$ cat src/rtl/sync_rx_pkg.sv
package sync_rx_pkg;

    localparam int DATA_W    = 8;
    localparam int CNT_W     = $clog2(DATA_W);
    localparam int DIV_SEL_W = 4;
    localparam int ADDR_W    = 2;

    typedef enum logic [ADDR_W-1:0] {
        ADDR_CTRL = 2'd0,
        ADDR_STAT = 2'd1,
        ADDR_DATA = 2'd2
    } reg_addr_e;

    typedef struct packed {
        logic [DIV_SEL_W-1:0] div_sel;
        logic                 spare;
        logic                 stop;
        logic                 master;
        logic                 enable;
    } ctrl_t;

    typedef struct packed {
        logic fire;
        logic bit_val;
    } sample_t;

    function automatic logic [DATA_W-1:0] pack_status(
        input logic             full,
        input logic             ovr,
        input logic [CNT_W-1:0] cnt
    );
        logic [DATA_W-1:0] s;
        s           = '0;
        s[0]        = full;
        s[1]        = ovr;
        s[4 +: CNT_W] = cnt;
        return s;
    endfunction

endpackage

$ cat src/rtl/sync_rx_clkgen.sv
module sync_rx_clkgen
    import sync_rx_pkg::*;
#(
    parameter int SEL_W  = DIV_SEL_W,
    localparam int HALF_W = 2 ** SEL_W
) (
    input  logic             clk,
    input  logic             rst,
    input  logic             run,
    input  logic             stop_req,
    input  logic             at_boundary,
    input  logic [SEL_W-1:0] div_sel,
    output logic             scl_o,
    output logic             rise_o
);

    logic [HALF_W-1:0] cnt_q;
    logic [HALF_W-1:0] limit;
    logic              scl_q;
    logic              at_top;
    logic              park;

    assign limit  = (HALF_W'(1) << div_sel) - HALF_W'(1);
    assign at_top = (cnt_q >= limit);
    assign park   = scl_q && at_boundary && stop_req;

    always_ff @(posedge clk) begin
        if (rst || !run) begin
            scl_q <= 1'b1;
            cnt_q <= '0;
        end else if (at_top) begin
            if (!park) begin
                cnt_q <= '0;
                scl_q <= ~scl_q;
            end
        end else begin
            cnt_q <= cnt_q + HALF_W'(1);
        end
    end

    assign scl_o  = scl_q;
    assign rise_o = run && at_top && !scl_q;

endmodule

$ cat src/rtl/sync_rx_edge.sv
module sync_rx_edge #(
    parameter int STAGES = 2
) (
    input  logic clk,
    input  logic rst,
    input  logic scl_i,
    input  logic sda_i,
    output logic rise_o,
    output logic bit_o
);

    logic [STAGES-1:0] scl_sync;
    logic [STAGES-1:0] sda_sync;
    logic              scl_prev;

    generate
        if (STAGES == 1) begin : g_one
            always_ff @(posedge clk) begin
                if (rst) begin
                    scl_sync <= '1;
                    sda_sync <= '0;
                end else begin
                    scl_sync <= scl_i;
                    sda_sync <= sda_i;
                end
            end
        end else begin : g_chain
            always_ff @(posedge clk) begin
                if (rst) begin
                    scl_sync <= '1;
                    sda_sync <= '0;
                end else begin
                    scl_sync <= {scl_sync[STAGES-2:0], scl_i};
                    sda_sync <= {sda_sync[STAGES-2:0], sda_i};
                end
            end
        end
    endgenerate

    always_ff @(posedge clk) begin
        if (rst) scl_prev <= 1'b1;
        else     scl_prev <= scl_sync[STAGES-1];
    end

    assign rise_o = scl_sync[STAGES-1] && !scl_prev;
    assign bit_o  = sda_sync[STAGES-1];

endmodule

$ cat src/rtl/sync_rx_shift.sv
module sync_rx_shift
    import sync_rx_pkg::*;
#(
    parameter int WIDTH = DATA_W,
    localparam int CW   = $clog2(WIDTH)
) (
    input  logic             clk,
    input  logic             rst,
    input  logic             clear,
    input  sample_t          smp,
    input  logic             take,
    output logic             full_o,
    output logic             ovr_o,
    output logic             complete_o,
    output logic [WIDTH-1:0] buf_o,
    output logic [CW-1:0]    cnt_o
);

    logic [WIDTH-1:0] sh_q;
    logic [WIDTH-1:0] buf_q;
    logic [CW-1:0]    cnt_q;
    logic             full_q;
    logic             last;
    logic [WIDTH-1:0] word;
    logic             complete;
    logic             blocked;

    assign last     = (cnt_q == CW'(WIDTH - 1));
    assign word     = {sh_q[WIDTH-2:0], smp.bit_val};
    assign complete = smp.fire && last;
    assign blocked  = complete && full_q && !take;

    always_ff @(posedge clk) begin
        if (rst || clear) begin
            sh_q  <= '0;
            cnt_q <= '0;
        end else if (smp.fire) begin
            sh_q  <= word;
            cnt_q <= last ? '0 : cnt_q + CW'(1);
        end
    end

    always_ff @(posedge clk) begin
        if (rst) begin
            buf_q  <= '0;
            full_q <= 1'b0;
        end else if (complete && !blocked) begin
            buf_q  <= word;
            full_q <= 1'b1;
        end else if (take) begin
            full_q <= 1'b0;
        end
    end

    assign full_o     = full_q;
    assign ovr_o      = blocked;
    assign complete_o = complete;
    assign buf_o      = buf_q;
    assign cnt_o      = cnt_q;

endmodule

$ cat src/rtl/sync_rx_top.sv
module sync_rx_top
    import sync_rx_pkg::*;
#(
    parameter int SYNC_STAGES = 2
) (
    input  logic              clk,
    input  logic              rst,
    input  logic              reg_wr,
    input  logic              reg_rd,
    input  logic [ADDR_W-1:0] reg_addr,
    input  logic [DATA_W-1:0] reg_wdata,
    output logic [DATA_W-1:0] reg_rdata,
    input  logic              scl_in,
    output logic              scl_out,
    output logic              scl_oe,
    input  logic              sda_in
);

    ctrl_t             ctrl_q;
    logic              ovr_q;
    logic              seen_q;

    logic              en_w;
    logic              run_w;
    logic              stop_w;
    logic              m_rise;
    logic              s_rise;
    logic              s_bit;
    sample_t           smp;
    logic              fire_w;
    logic              take_w;
    logic              full_w;
    logic              ovr_pulse;
    logic              complete_w;
    logic [DATA_W-1:0] buf_w;
    logic [CNT_W-1:0]  cnt_w;

    logic              wr_ctrl;
    logic              wr_stat;
    logic              rd_stat;

    assign wr_ctrl = reg_wr && (reg_addr == ADDR_CTRL);
    assign wr_stat = reg_wr && (reg_addr == ADDR_STAT);
    assign rd_stat = reg_rd && (reg_addr == ADDR_STAT);
    assign take_w  = reg_rd && (reg_addr == ADDR_DATA);

    assign en_w   = ctrl_q.enable;
    assign run_w  = ctrl_q.enable && ctrl_q.master;
    assign stop_w = ctrl_q.stop;

    always_ff @(posedge clk) begin
        if (rst)          ctrl_q <= '0;
        else if (wr_ctrl) ctrl_q <= ctrl_t'(reg_wdata);
    end

    // Overrun flag with read-then-write-zero clearing.
    always_ff @(posedge clk) begin
        if (rst) begin
            ovr_q  <= 1'b0;
            seen_q <= 1'b0;
        end else if (ovr_pulse) begin
            ovr_q  <= 1'b1;
        end else if (wr_stat && !reg_wdata[1] && seen_q) begin
            ovr_q  <= 1'b0;
            seen_q <= 1'b0;
        end else if (rd_stat && ovr_q) begin
            seen_q <= 1'b1;
        end
    end

    sync_rx_clkgen #(.SEL_W(DIV_SEL_W)) u_clkgen (
        .clk         (clk),
        .rst         (rst),
        .run         (run_w),
        .stop_req    (stop_w),
        .at_boundary (cnt_w == '0),
        .div_sel     (ctrl_q.div_sel),
        .scl_o       (scl_out),
        .rise_o      (m_rise)
    );

    sync_rx_edge #(.STAGES(SYNC_STAGES)) u_edge (
        .clk    (clk),
        .rst    (rst),
        .scl_i  (scl_in),
        .sda_i  (sda_in),
        .rise_o (s_rise),
        .bit_o  (s_bit)
    );

    assign fire_w      = run_w ? m_rise : (en_w && s_rise);
    assign smp.fire    = fire_w;
    assign smp.bit_val = run_w ? sda_in : s_bit;

    sync_rx_shift #(.WIDTH(DATA_W)) u_shift (
        .clk        (clk),
        .rst        (rst),
        .clear      (!en_w),
        .smp        (smp),
        .take       (take_w),
        .full_o     (full_w),
        .ovr_o      (ovr_pulse),
        .complete_o (complete_w),
        .buf_o      (buf_w),
        .cnt_o      (cnt_w)
    );

    assign scl_oe = run_w;

    always_comb begin
        case (reg_addr)
            ADDR_CTRL: reg_rdata = ctrl_q;
            ADDR_STAT: reg_rdata = pack_status(full_w, ovr_q, cnt_w);
            ADDR_DATA: reg_rdata = buf_w;
            default:   reg_rdata = '0;
        endcase
    end

endmodule

$ cat config.mk
export PLATFORM = sky130hd
export DESIGN_NAME = sync_rx_top
export DESIGN_NICKNAME = d
export VERILOG_FILES = /design/src/rtl/sync_rx_pkg.sv /design/src/rtl/sync_rx_clkgen.sv /design/src/rtl/sync_rx_edge.sv /design/src/rtl/sync_rx_shift.sv /design/src/rtl/sync_rx_top.sv
export SDC_FILE = /design/constraint.sdc
export NUM_CORES = 1
export LEC_CHECK = 0
export BUFFER_PORTS_ARGS = -buffer_cell sky130_fd_sc_hd__buf_2
export CAP_MARGIN = 10
export CORE_AREA = 2 2 81 83
export DETAILED_ROUTE_END_ITERATION = 8
export DIE_AREA = 0 0 83 85
export PLACE_DENSITY = 0.67
export SYNTH_ARGS = -nofsm -noshare
export SYNTH_HDL_FRONTEND = slang
export SYNTH_HIERARCHICAL = 1
export SYNTH_SLANG_ARGS = --single-unit
$ cat constraint.sdc
create_clock -name clk -period 10.9 [get_ports clk]
set_clock_uncertainty 0.2 [all_clocks]
set_input_delay 3.27 -clock clk [delete_from_list [all_inputs] [get_ports clk]]
set_output_delay 3.27 -clock clk [all_outputs]
set_load 0.02 [all_outputs]
# Yosys cells after proc, flatten, opt, wreduce, memory -nomap -nowiden
# Index checks and enable logic that the tools add are counted.
# classes
muxes	12
shift	1
n_reduce_logical	34
n_div	0
n_eq_ne	4
n_mul	0
bitwise	3
n_lt_le_gt_ge	1
n_addsub	3
# op_table
operator	count
16-bit 2-to-1 mux	2
8-bit one-hot mux with 3 select lines	1
1-bit logical AND	18
16-bit by 1-bit adder with 16-bit output (second input constant)	1
16-bit >= comparator	1
1-bit by 4-bit << shifter with 16-bit output (first input constant)	1
16-bit by 2-bit subtractor with 16-bit output (second input constant)	1
1-bit 2-to-1 mux	8
1-bit zero test	7
2-bit nonzero test	3
2-bit AND reduction	2
3-bit by 1-bit adder with 3-bit output (second input constant)	1
3-bit equality test (second input constant)	1
3-bit zero test	1
3-bit 2-to-1 mux	1
1-bit NOT	3
2-bit by 1-bit equality test with 1-bit output (second input constant)	1
2-bit equality test (second input constant)	1
2-bit zero test	1
1-bit logical OR	2
2-bit inequality test (second input constant)	1
# word_totals
ff_bits	51
ram_bits	0
wordCells	74
mem_count	0
output_inout_bits	10
latchBits	0
in_bits	16
rom_bits	0

# Logic depth before layout (Yosys ltp)
# Gate-level depths: netlist of the first run.
# depth
ltp_word	12
ltp_mapped	20
mapped_depth_nobuf	19

# By module
# Netlist of the first run, hierarchy kept.
# by_module_without_submodules
mod	area_each_um2	instances	cells_per_inst	seq_area_each_um2
sync_rx_clkgen	1441.4	1	179	340.3
sync_rx_shift	814.5	1	76	380.4
sync_rx_top	591.8	1	67	200.2
sync_rx_edge	137.6	1	11	100.1

# Least setup slack after synthesis of the first run
# Ideal clock, no wire load.
# synth_timing
path_type	input to output
startpoint	in reg_addr[1]
endpoint	out reg_rdata[6]
n_path_buf	1
path_slack_ns	3.537
stages	3
required_time_ns	7.430
arrival_time_ns	3.893
path_cell_list	buf_4 > mux2i_1 > o21ai_1
# synth_via
elab_chain_cells	2
word_cells_on_any_way	4
cone_classes	eq/ne: 2; mux: 1; reduce/logical: 1
# synth_lines
element	line_no	rtl
start, declared	sync_rx_top.sv:10	input logic [ADDR_W-1:0] reg_addr,
2-bit equality test (tied with other cells)	sync_rx_top.sv:111	case (reg_addr)
8-bit one-hot mux with 3 select lines *	sync_rx_top.sv:111	
end, declared	sync_rx_top.sv:12	output logic [DATA_W-1:0] reg_rdata,
# Every way passes the cells marked *; elsewhere a longest branch is shown, timed or not.

# Worst setup path in the final report of the first run
# layout_timing
startpoint	in reg_addr[1]
endpoint	out reg_rdata[1]
# Same word-level chain as after synthesis.

==> results of run 1 <==
worst max-delay path, cell delays in order:
cell and delay (ns):
buf_2 0.30, mux2i_1 0.24, o21ai_1 0.09, buf_2 0.17
cell families after synthesis:
kind of cell | Yosys count
xor+xnor | 5
fa+ha+maj | 20
simple gates | 140
mux | 38
flops | 51
other cells | 1
compound gates | 53
buf+inv | 25
per-layer routing:
layer | routed length (um) | track usage, %
met1 | 2980 | 23.1
met2 | 2690 | 27.6
met4 | 40 | 3.58
met5 | 0 | 0
met3 | 174 | 3.50
through the flow:
stage	area [um2]	hold WS, ns	worst slack, ns	power, mW	instances
2_1_floorplan	2990	0.183	3.54	0.216	333
5_1_grt	3210	0.269	3.29	0.351	428
3_5_place_dp	3110	0.197	3.37	0.223	420
6_report	3210	0.228	3.35	0.337	428
3_3_place_gp	3110	0.186	3.41	0.223	420
4_1_cts	3210	0.233	3.37	0.340	428
how the worst max path moves through the flow:
stage / end / slack [ns]
2_1_floorplan: reg_rdata[6] / 3.54
3_3_place_gp: reg_rdata[0] / 3.41
3_5_place_dp: reg_rdata[5] / 3.37
4_1_cts: reg_rdata[1] / 3.37
5_1_grt: reg_rdata[1] / 3.29
6_report: reg_rdata[1] / 3.35
Yosys cell counts (all sizes together), types with 6 or more instances:
cell type,count,area [um2]
a21oi,14,70.1
a221o,8,80.1
and3,11,70.1
buf,11,90.1
clkbuf,6,22.5
dfxtp,51,1020
ha,20,250
inv,8,30.0
mux2i,36,360
nand2,28,108
nand2b,19,126
nand3,9,57.6
nor2,38,143
nor2b,9,71.3
nor3,6,35.0
o21ai,14,70.1
cell usage in the layout (no fill, tap or decap), types with 10 or more instances in the layout:
cell,instances
dfxtp_1,51
ha_1,20
mux2i_1,36
and3_1,10
nor2_1,38
buf_2,25
nand2b_1,18
nand2_1,27
a21oi_1,14
final cells by class:
type	count	area, um2	share of cell area [%]
clock inverters	3	28.8	0.897
flip-flops and latches	51	1020	31.8
clock buffers	5	68.8	2.15
repair buffers	27	140	4.37
multi-input cells	257	1820	56.8
inverters	8	30.0	0.936
well taps	77	96.3	3.00
power by group through the flow:
stage                     Sequential (mW)  Combinational [mW]  Clock [mW]
after CTS                           0.191              0.0283       0.121
after floorplan                     0.193              0.0228           0
after detailed placement            0.195              0.0281           0
after global routing                0.191              0.0314       0.128
after global placement              0.195              0.0275           0
final                               0.191              0.0282       0.117
sequential cells by signal, indices dropped and copies added, names as in the netlist:
| signal | count |
|---|---|
| u_shift/sh_q | 7 |
| ovr_q | 1 |
| u_edge/scl_sync | 2 |
| u_clkgen/cnt_q | 16 |
| stop_w | 1 |
| u_shift/cnt_o | 3 |
| seen_q | 1 |
| ctrl_q | 6 |
| u_edge/scl_prev | 1 |
| u_shift/full_o | 1 |
| en_w | 1 |
| u_edge/sda_sync | 2 |
| u_clkgen/scl_o | 1 |
| u_shift/buf_o | 8 |
==> flow_summary.yaml, run 1 <==
timing:
  rsz0062_at_grt: "no"
  tightest_slew_ns: 0.851
  hold_violations: 0
  slew_violations: 0
  max_freq_ghz: 0.132
  slew_headroom_pct: 43.0
  min_period_over_period_pct: 69.3
  tns_ns: 0
  finalSetupViolations: 0
  fin_crit_ns: 7.55
logic_synthesis:
  ys_async_sr_fraction_pct: 0
  synth_top_family_by_area: "simple AND/OR/NAND/NOR gates"
  synthMuxAreaShare_pct: 12.8
  synthDistinctLibCells: 55
  synth_ff_type: "dfxtp_1"
  post_synth_inst_count: 333
  ys_seq_area_share_pct: 34.2
  synth-simple-area-share_pct: 26.1
  synth_warnings: 6
  synth_edf_count: 0
  synth_nets: 369
  syn_area_um2: 2990
  synth_compound_area_share_pct: 12.1
  synthAdderAreaFrac_pct: 8.38
  avgSynthCellArea_um2: 8.97
  ys_ff_latch: 51
  synthXorXnorAreaFrac_pct: 1.47
clock_network:
  cts_tree: "yes"
  insertion_delay_ns: 0.31
  cts_resized: 0
  cts_sinks: 51
  numCtsBuffers: 5
  clk_pin_slew_worst_paths_ns: 0.10
  clk_path_buf_depth: 2
  root_buffer: "clkbuf_8"
  post_cts_buffers: 0
  ctsHoldBuffers: 0
  h-tree-depth: 2
drt:
  wirelength_um: 5880
  routed-via-count: 2349
  ant_nets: 0
  post_drt_via_cell_ratio: 5.49
  wire_per_inst_um: 13.7
  drc: 0
  drt-initial-drc-count: 106
  drt_first_pass_iters: 4
layout:
  fin_util_pct: 51.7
  drive_gt1_share_pct: 14.2
  nNetsFinal: 386
  area_delta_synth_final_pct: 7.42
  nFillCells: 592
  diodes: 0
worst_setup_path:
  crit_start: "reg_addr[1]"
  r2r-end: "seen_q"
  endpoint_kind: "output port"
  worstPathRequired_ns: 7.43
  critPathKind: "primary input to output port"
  r2r-start: "ctrl_q[6]"
  cp.arrival_ns: 4.08
  critical_path.startpoint_type: "primary input"
  ff2ff_setup_slack_ns: 6.22
  path_max_fanout: 12
  reg2regPathDepth: 20
grt:
  antenna_found_initial: 0
  grt_pass1_vias: 2148
  grt_max_degree: 34
  grt_remaining_overflow: 0
  grt_usage_pct: 16.9
  grt_pass1_wl_um: 9940
pwr:
  power_frac_seq_pct: 56.7
  pwr-share-comb_pct: 8.4
  intPower_mw: 0.249
  p_sw_share_pct: 26.0
  switchingPower_mw: 0.0874
  p_leak_nw: 1.30
  power.density_nw_per_um2: 105
  clockPowerShare_pct: 34.9
  ir_drop_mv: 0.0716
die:
  die-area_um2: 7060
  start_util_pct: 48.1
  die_x_um: 83
  core_area_um2: 6200
  design.portCount: 26
  die-height_um: 85
  std_cell_rows: 29
hold_path:
  min_path_type: "register to register"
  whs_path_depth: 1
  worstHoldStart: "u_edge/scl_sync[0]"
  worstHoldEndpoint: "u_edge/scl_sync[1]"
run:
  drv_cap: 0
place:
  dp_hpwl_um: 4290
  port_buffers: 25
  gp_congestion: 0.812
outcome:
  status: "completed"
(Power assumes the default switching activity.)
==> inputs of run 2 (changes only) <==
--- a/config.mk
+++ b/config.mk
@@ -5,11 +5,12 @@
 export SDC_FILE = /design/constraint.sdc
 export NUM_CORES = 1
 export LEC_CHECK = 0
+export ABC_AREA = 1
 export BUFFER_PORTS_ARGS = -buffer_cell sky130_fd_sc_hd__buf_2
 export CAP_MARGIN = 10
-export CORE_AREA = 2 2 81 83
+export CORE_AREA = 2 2 83 85
 export DETAILED_ROUTE_END_ITERATION = 8
-export DIE_AREA = 0 0 83 85
+export DIE_AREA = 0 0 85 87
 export PLACE_DENSITY = 0.67
 export SYNTH_ARGS = -nofsm -noshare
 export SYNTH_HDL_FRONTEND = slang
==> constraint.sdc (replaced) <==
create_clock -name clk -period 6.97 [get_ports clk]
set_clock_uncertainty 0.2 [all_clocks]
set_input_delay 2.091 -clock clk [delete_from_list [all_inputs] [get_ports clk]]
set_output_delay 2.091 -clock clk [all_outputs]
set_load 0.02 [all_outputs]
==> run 2 against run 1 <==
  * Cell area is 6.1% higher
  * First-iteration DRC count is 17% higher
  * Largest cell class unchanged
  * Hold slack worse by 0.016 ns
  * Sequential share of layout area shrank 1.8 points
  * Largest power group unchanged
  * Via count is 27% higher
  * Highest routed layer unchanged
  * Synthesized cell count is 41% higher
  * Sequential cell count is the same
  * Critical path depth is 1 higher
  * Sequential power up 57%
  * Setup slack got worse by 1.6 ns
  * Synthesized area is 5.2% higher
  * Utilization grew 0.13 points
==> flow_summary.yaml, run 2 <==
grt:
  grt_pass1_vias: 2607
  grt_remaining_overflow: 0
  grt_usage_pct: 20.1
  antenna_found_initial: 0
  grt_max_degree: 28
  grt_pass1_wl_um: 12000
logic_synthesis:
  avgSynthCellArea_um2: 6.71
  post_synth_inst_count: 468
  synth_ff_type: "dfxtp_1"
  syn_area_um2: 3140
  synth_common_cells: "nand2_1, nor2_1, inv_1"
  yosysMostFrequentCell: "nand2_1"
  yosysTopAreaCellShare_pct: 32.5
  synth_nets: 504
  ys_async_sr_fraction_pct: 0
  synthDistinctLibCells: 32
  synth_warnings: 6
  ys_seq_area_share_pct: 32.5
  synth_area_leaders: "dfxtp_1, nand2_1, ha_1"
  synth_edf_count: 0
  yosys.area.top_type: "dfxtp_1"
  ys_ff_latch: 51
clock_network:
  ctsHoldBuffers: 0
  clk_pin_slew_worst_paths_ns: 0.10
  cts_sinks: 51
  numCtsBuffers: 5
  h-tree-depth: 2
  cts_resized: 0
  root_buffer: "clkbuf_8"
  insertion_delay_ns: 0.30
  clk_path_buf_depth: 2
  post_cts_buffers: 0
  cts_tree: "yes"
drt:
  wire_per_inst_um: 12.4
  post_drt_via_cell_ratio: 5.21
  routed-via-count: 2981
  wirelength_um: 7120
  ant_nets: 0
  drc: 0
  drt-initial-drc-count: 124
  drt_first_pass_iters: 5
timing:
  slew_violations: 0
  tns_ns: 0
  min_period_over_period_pct: 74.7
  fin_ws_ns: 1.76
  finalSetupViolations: 0
  fin_worst_hold_slack_ns: 0.211
  max_freq_ghz: 0.192
  tightest_slew_ns: 0.608
  fin_crit_ns: 5.21
  hold_violations: 0
  slew_headroom_pct: 59.4
  rsz0062_at_grt: "no"
worst_setup_path:
  critPathKind: "primary input to output port"
  cp.arrival_ns: 2.92
  endpoint_kind: "output port"
  path_max_fanout: 8
  critical_path.startpoint_type: "primary input"
  worstPathRequired_ns: 4.68
place:
  port_buffers: 25
  dp_hpwl_um: 5480
  gp_congestion: 0.817
  dp_slack_ns: 1.76
outcome:
  status: "completed"
layout:
  largest_register_ffs: 16
  regMostFlops: "u_clkgen/cnt_q"
  layout_commonest_cell: "nand2_1"
  diodes: 0
  drive_gt1_share_pct: 11.0
  fin_util_pct: 51.8
  final_cell_mix: "nand2_1, nor2_1, inv_1"
  nNetsFinal: 527
  area_delta_synth_final_pct: 8.41
pwr:
  ir_drop_mv: 0.102
  power.density_nw_per_um2: 170
  totalPowerFinal_mw: 0.580
  p_leak_nw: 1.53
hold_path:
  min_path_type: "register to register"
die:
  die-area_um2: 7400
  design.portCount: 26
  start_util_pct: 47.8
  core_area_um2: 6570
  std_cell_rows: 30
  die_x_um: 85
  die-height_um: 87
run:
  drv_cap: 0
[run 2: cell type report]
type,instances,area [um2]
fill,706,3170
multi-input combinational,339,1780
sequential,51,1020
inverter,69,264
timing repair buffer,25,125
tap,80,100
clock buffer,6,72.6
clock inverter,2,38.8
[run 2: report_power, final]
part           switching, mW  internal, mW  total (mW)
Clock                  0.103         0.109       0.212
Sequential           0.00481         0.295       0.300
Combinational         0.0444        0.0236      0.0680
[run 2: logic make-up (layout without fill, tap and decap cells)]
logic type | Yosys count | after routing | share of synthesized area (%)
and+or+nand+nor | 256 | 256 | 37.2
buffers and inverters | 78 | 102 | 10.7
AOI/OAI and AO/OA | 57 | 57 | 10.1
DFF | 51 | 51 | 32.5
xor gates and xnor gates | 5 | 5 | 1.39
adders and majority gates | 20 | 20 | 7.97
other | 1 | 1 | 0.119
[run 2: stage by stage]
stage                     cell area (um2)  std cells
final                                3400        572
after global routing                 3400        572
after CTS                            3400        572
after detailed placement             3290        564
after global placement               3290        564
after floorplan                      3140        468
[run 2: critical path: stages]
cell and delay, ns:
buf_2 0.14, nor2_4 0.25, inv_1 0.09, o211ai_1 0.16, buf_2 0.19
[run 2: routing by layer]
layer	wire (um)	GRT usage, %
met1	3230	25.8
met2	3640	35.7
met3	198	2.56
met4	59	5.05
met5	0	0
[run 2: path summary, 6_finish.rpt]
kind | start | endpoint | slack [ns] | cells past startpoint
max | reg_addr[0] | reg_rdata[1] | 1.76 | 5
max reg2reg | ctrl_q[6] | u_shift/buf_o[2] | 2.80 | 26
min reg2reg | u_edge/sda_sync[0] | u_edge/sda_sync[1] | 0.21 | 2
min | u_edge/sda_sync[0] | u_edge/sda_sync[1] | 0.21 | 2
==> inputs of run 3 (changes only) <==
==> constraint.sdc (replaced) <==
create_clock -name clk -period 5.5 [get_ports clk]
set_clock_uncertainty 0.2 [all_clocks]
set_input_delay 1.65 -clock clk [delete_from_list [all_inputs] [get_ports clk]]
set_output_delay 1.65 -clock clk [all_outputs]
set_load 0.02 [all_outputs]
==> run 3 against run 2 <==
  * Non-clock buffer count is the same
  * Sequential cell count unchanged
  * Cell count is the same
  * Routed wire length decreased by 2.5%
  * Sequential share of layout area up 0.17 points
  * First-iteration DRC count grew 15%
  * Clock-buffer cell count shrank 1
  * Setup slack worse by 0.57 ns
  * Cell area decreased by 0.55%
  * Hold slack about the same
  * Global-route usage down 0.23 points
  * Largest cell class unchanged
  * Largest power group unchanged
==> flow_summary.yaml, run 3 (synthesized netlist as in run 2, its figures left out) <==
pwr:
  power.density_nw_per_um2: 204
  ir_drop_mv: 0.137
  p_leak_nw: 1.52
  totalPowerFinal_mw: 0.692
clock_network:
  cts_sinks: 51
  h-tree-depth: 2
  ctsHoldBuffers: 0
  cts_tree: "yes"
  cts_resized: 0
  clk_path_buf_depth: 2
  root_buffer: "clkbuf_8"
  numCtsBuffers: 5
  insertion_delay_ns: 0.30
  clk_pin_slew_worst_paths_ns: 0.10
  post_cts_buffers: 0
worst_setup_path:
  cpMaxStageDelayCell: "nor2_4"
  path_cells: "buf_2, nor2_4, inv_1, o211ai_1, buf_2"
  endpoint_kind: "output port"
  critical_path.startpoint_type: "primary input"
  max_stage_delay_ns: 0.23
  path_buf_inv: 3
  crit_path_frequent_cell: "buf_2"
  r2r-start: "ctrl_q[6]"
  critPathKind: "primary input to output port"
  cp.arrival_ns: 2.46
  crit_start: "reg_addr[0]"
  path_max_fanout: 8
  crit_family: "buffers and inverters"
  worstPathRequired_ns: 3.65
layout:
  area_delta_synth_final_pct: 7.81
  drive_gt1_share_pct: 11.2
  nNetsFinal: 527
  final_cell_mix: "nand2_1, nor2_1, inv_1"
  layout_commonest_cell: "nand2_1"
  diodes: 0
  regMostFlops: "u_clkgen/cnt_q"
  largest_register_ffs: 16
  finalNonFillerCells: 572
die:
  die-height_um: 87
  die-area_um2: 7400
  std_cell_rows: 30
  core_area_um2: 6570
  die_x_um: 85
  start_util_pct: 47.8
  design.portCount: 26
place:
  port_buffers: 25
  dp.cells: 564
  gp_congestion: 0.802
  dp_slack_ns: 1.19
  dp_hpwl_um: 5310
grt:
  grt_remaining_overflow: 0
  grt_pass1_wl_um: 12000
  grt_pass1_vias: 2690
  grt_max_degree: 28
  antenna_found_initial: 0
  grt_usage_pct: 19.8
timing:
  fin_worst_hold_slack_ns: 0.212
  fin_crit_ns: 4.31
  tightest_slew_ns: 0.619
  slew_headroom_pct: 58.7
  hold_violations: 0
  slew_violations: 0
  max_freq_ghz: 0.232
  min_period_over_period_pct: 78.3
  tns_ns: 0
  rsz0062_at_grt: "no"
  finalSetupViolations: 0
  fin_ws_ns: 1.19
drt:
  wire_per_inst_um: 12.1
  post_drt_via_cell_ratio: 5.15
  ant_nets: 0
  drc: 0
  routed-via-count: 2946
  wirelength_um: 6950
  drt-initial-drc-count: 142
  drt_first_pass_iters: 5
hold_path:
  worstHoldStart: "u_edge/sda_sync[0]"
  min_path_type: "register to register"
outcome:
  status: "completed"
run:
  drv_cap: 0
run 3: changes by cell type in the layout (fill, tap and decap cells not counted):
cell	change
clkinvlp_4	+1
clkbuf_1	-1
clkinv_2	+1
inv_6	-1
bufinv_16	-1
inv_8	+1
run 3: final timing paths:
path / endpoint / slack, ns / depth (start not counted)
worst max-delay path: reg_rdata[0] / 1.19 / 5
worst min-delay path: u_edge/sda_sync[1] / 0.21 / 2
worst max register to register: seen_q / 1.29 / 28
worst min register to register: u_edge/sda_sync[1] / 0.21 / 2
run 3: power breakdown:
group	leakage (nW)	internal (mW)	switching, mW
registers	0.413	0.374	0.00605
clock network	0.0461	0.0922	0.134
logic	1.06	0.0299	0.0563
run 3: area by class of cell:
type	count	area, um2
clock buffer	5	68.8
tap	80	100
sequential	51	1020
inverter	69	264
clock inverter	3	23.8
timing repair buffer	25	125
multi-input combinational	339	1780
fill	705	3180
run 3: metal layers:
metal | wire length [um] | global-route usage [%] | vias to the layer above
met3 | 220 | 2.65 | 9
met5 | 0 | 0 | -
met2 | 3480 | 36.1 | 52
li1 | - | - | 1562
met4 | 82 | 4.76 | 0
met1 | 3160 | 24.8 | 1323
run 3: per-stage QoR:
step / cell area (um2) / utilization (%)
2_1_floorplan: 3140 / -
3_3_place_gp: 3290 / 50.1
3_5_place_dp: 3290 / 50.1
4_1_cts: 3380 / 51.5
5_1_grt: 3380 / 51.5
6_report: 3380 / 51.5
run 3: worst min-delay path, stage by stage, from the launching register on:
cell and delay [ns]:
dfxtp_1 0.31, inv_1 0.04, nor2_1 0.03
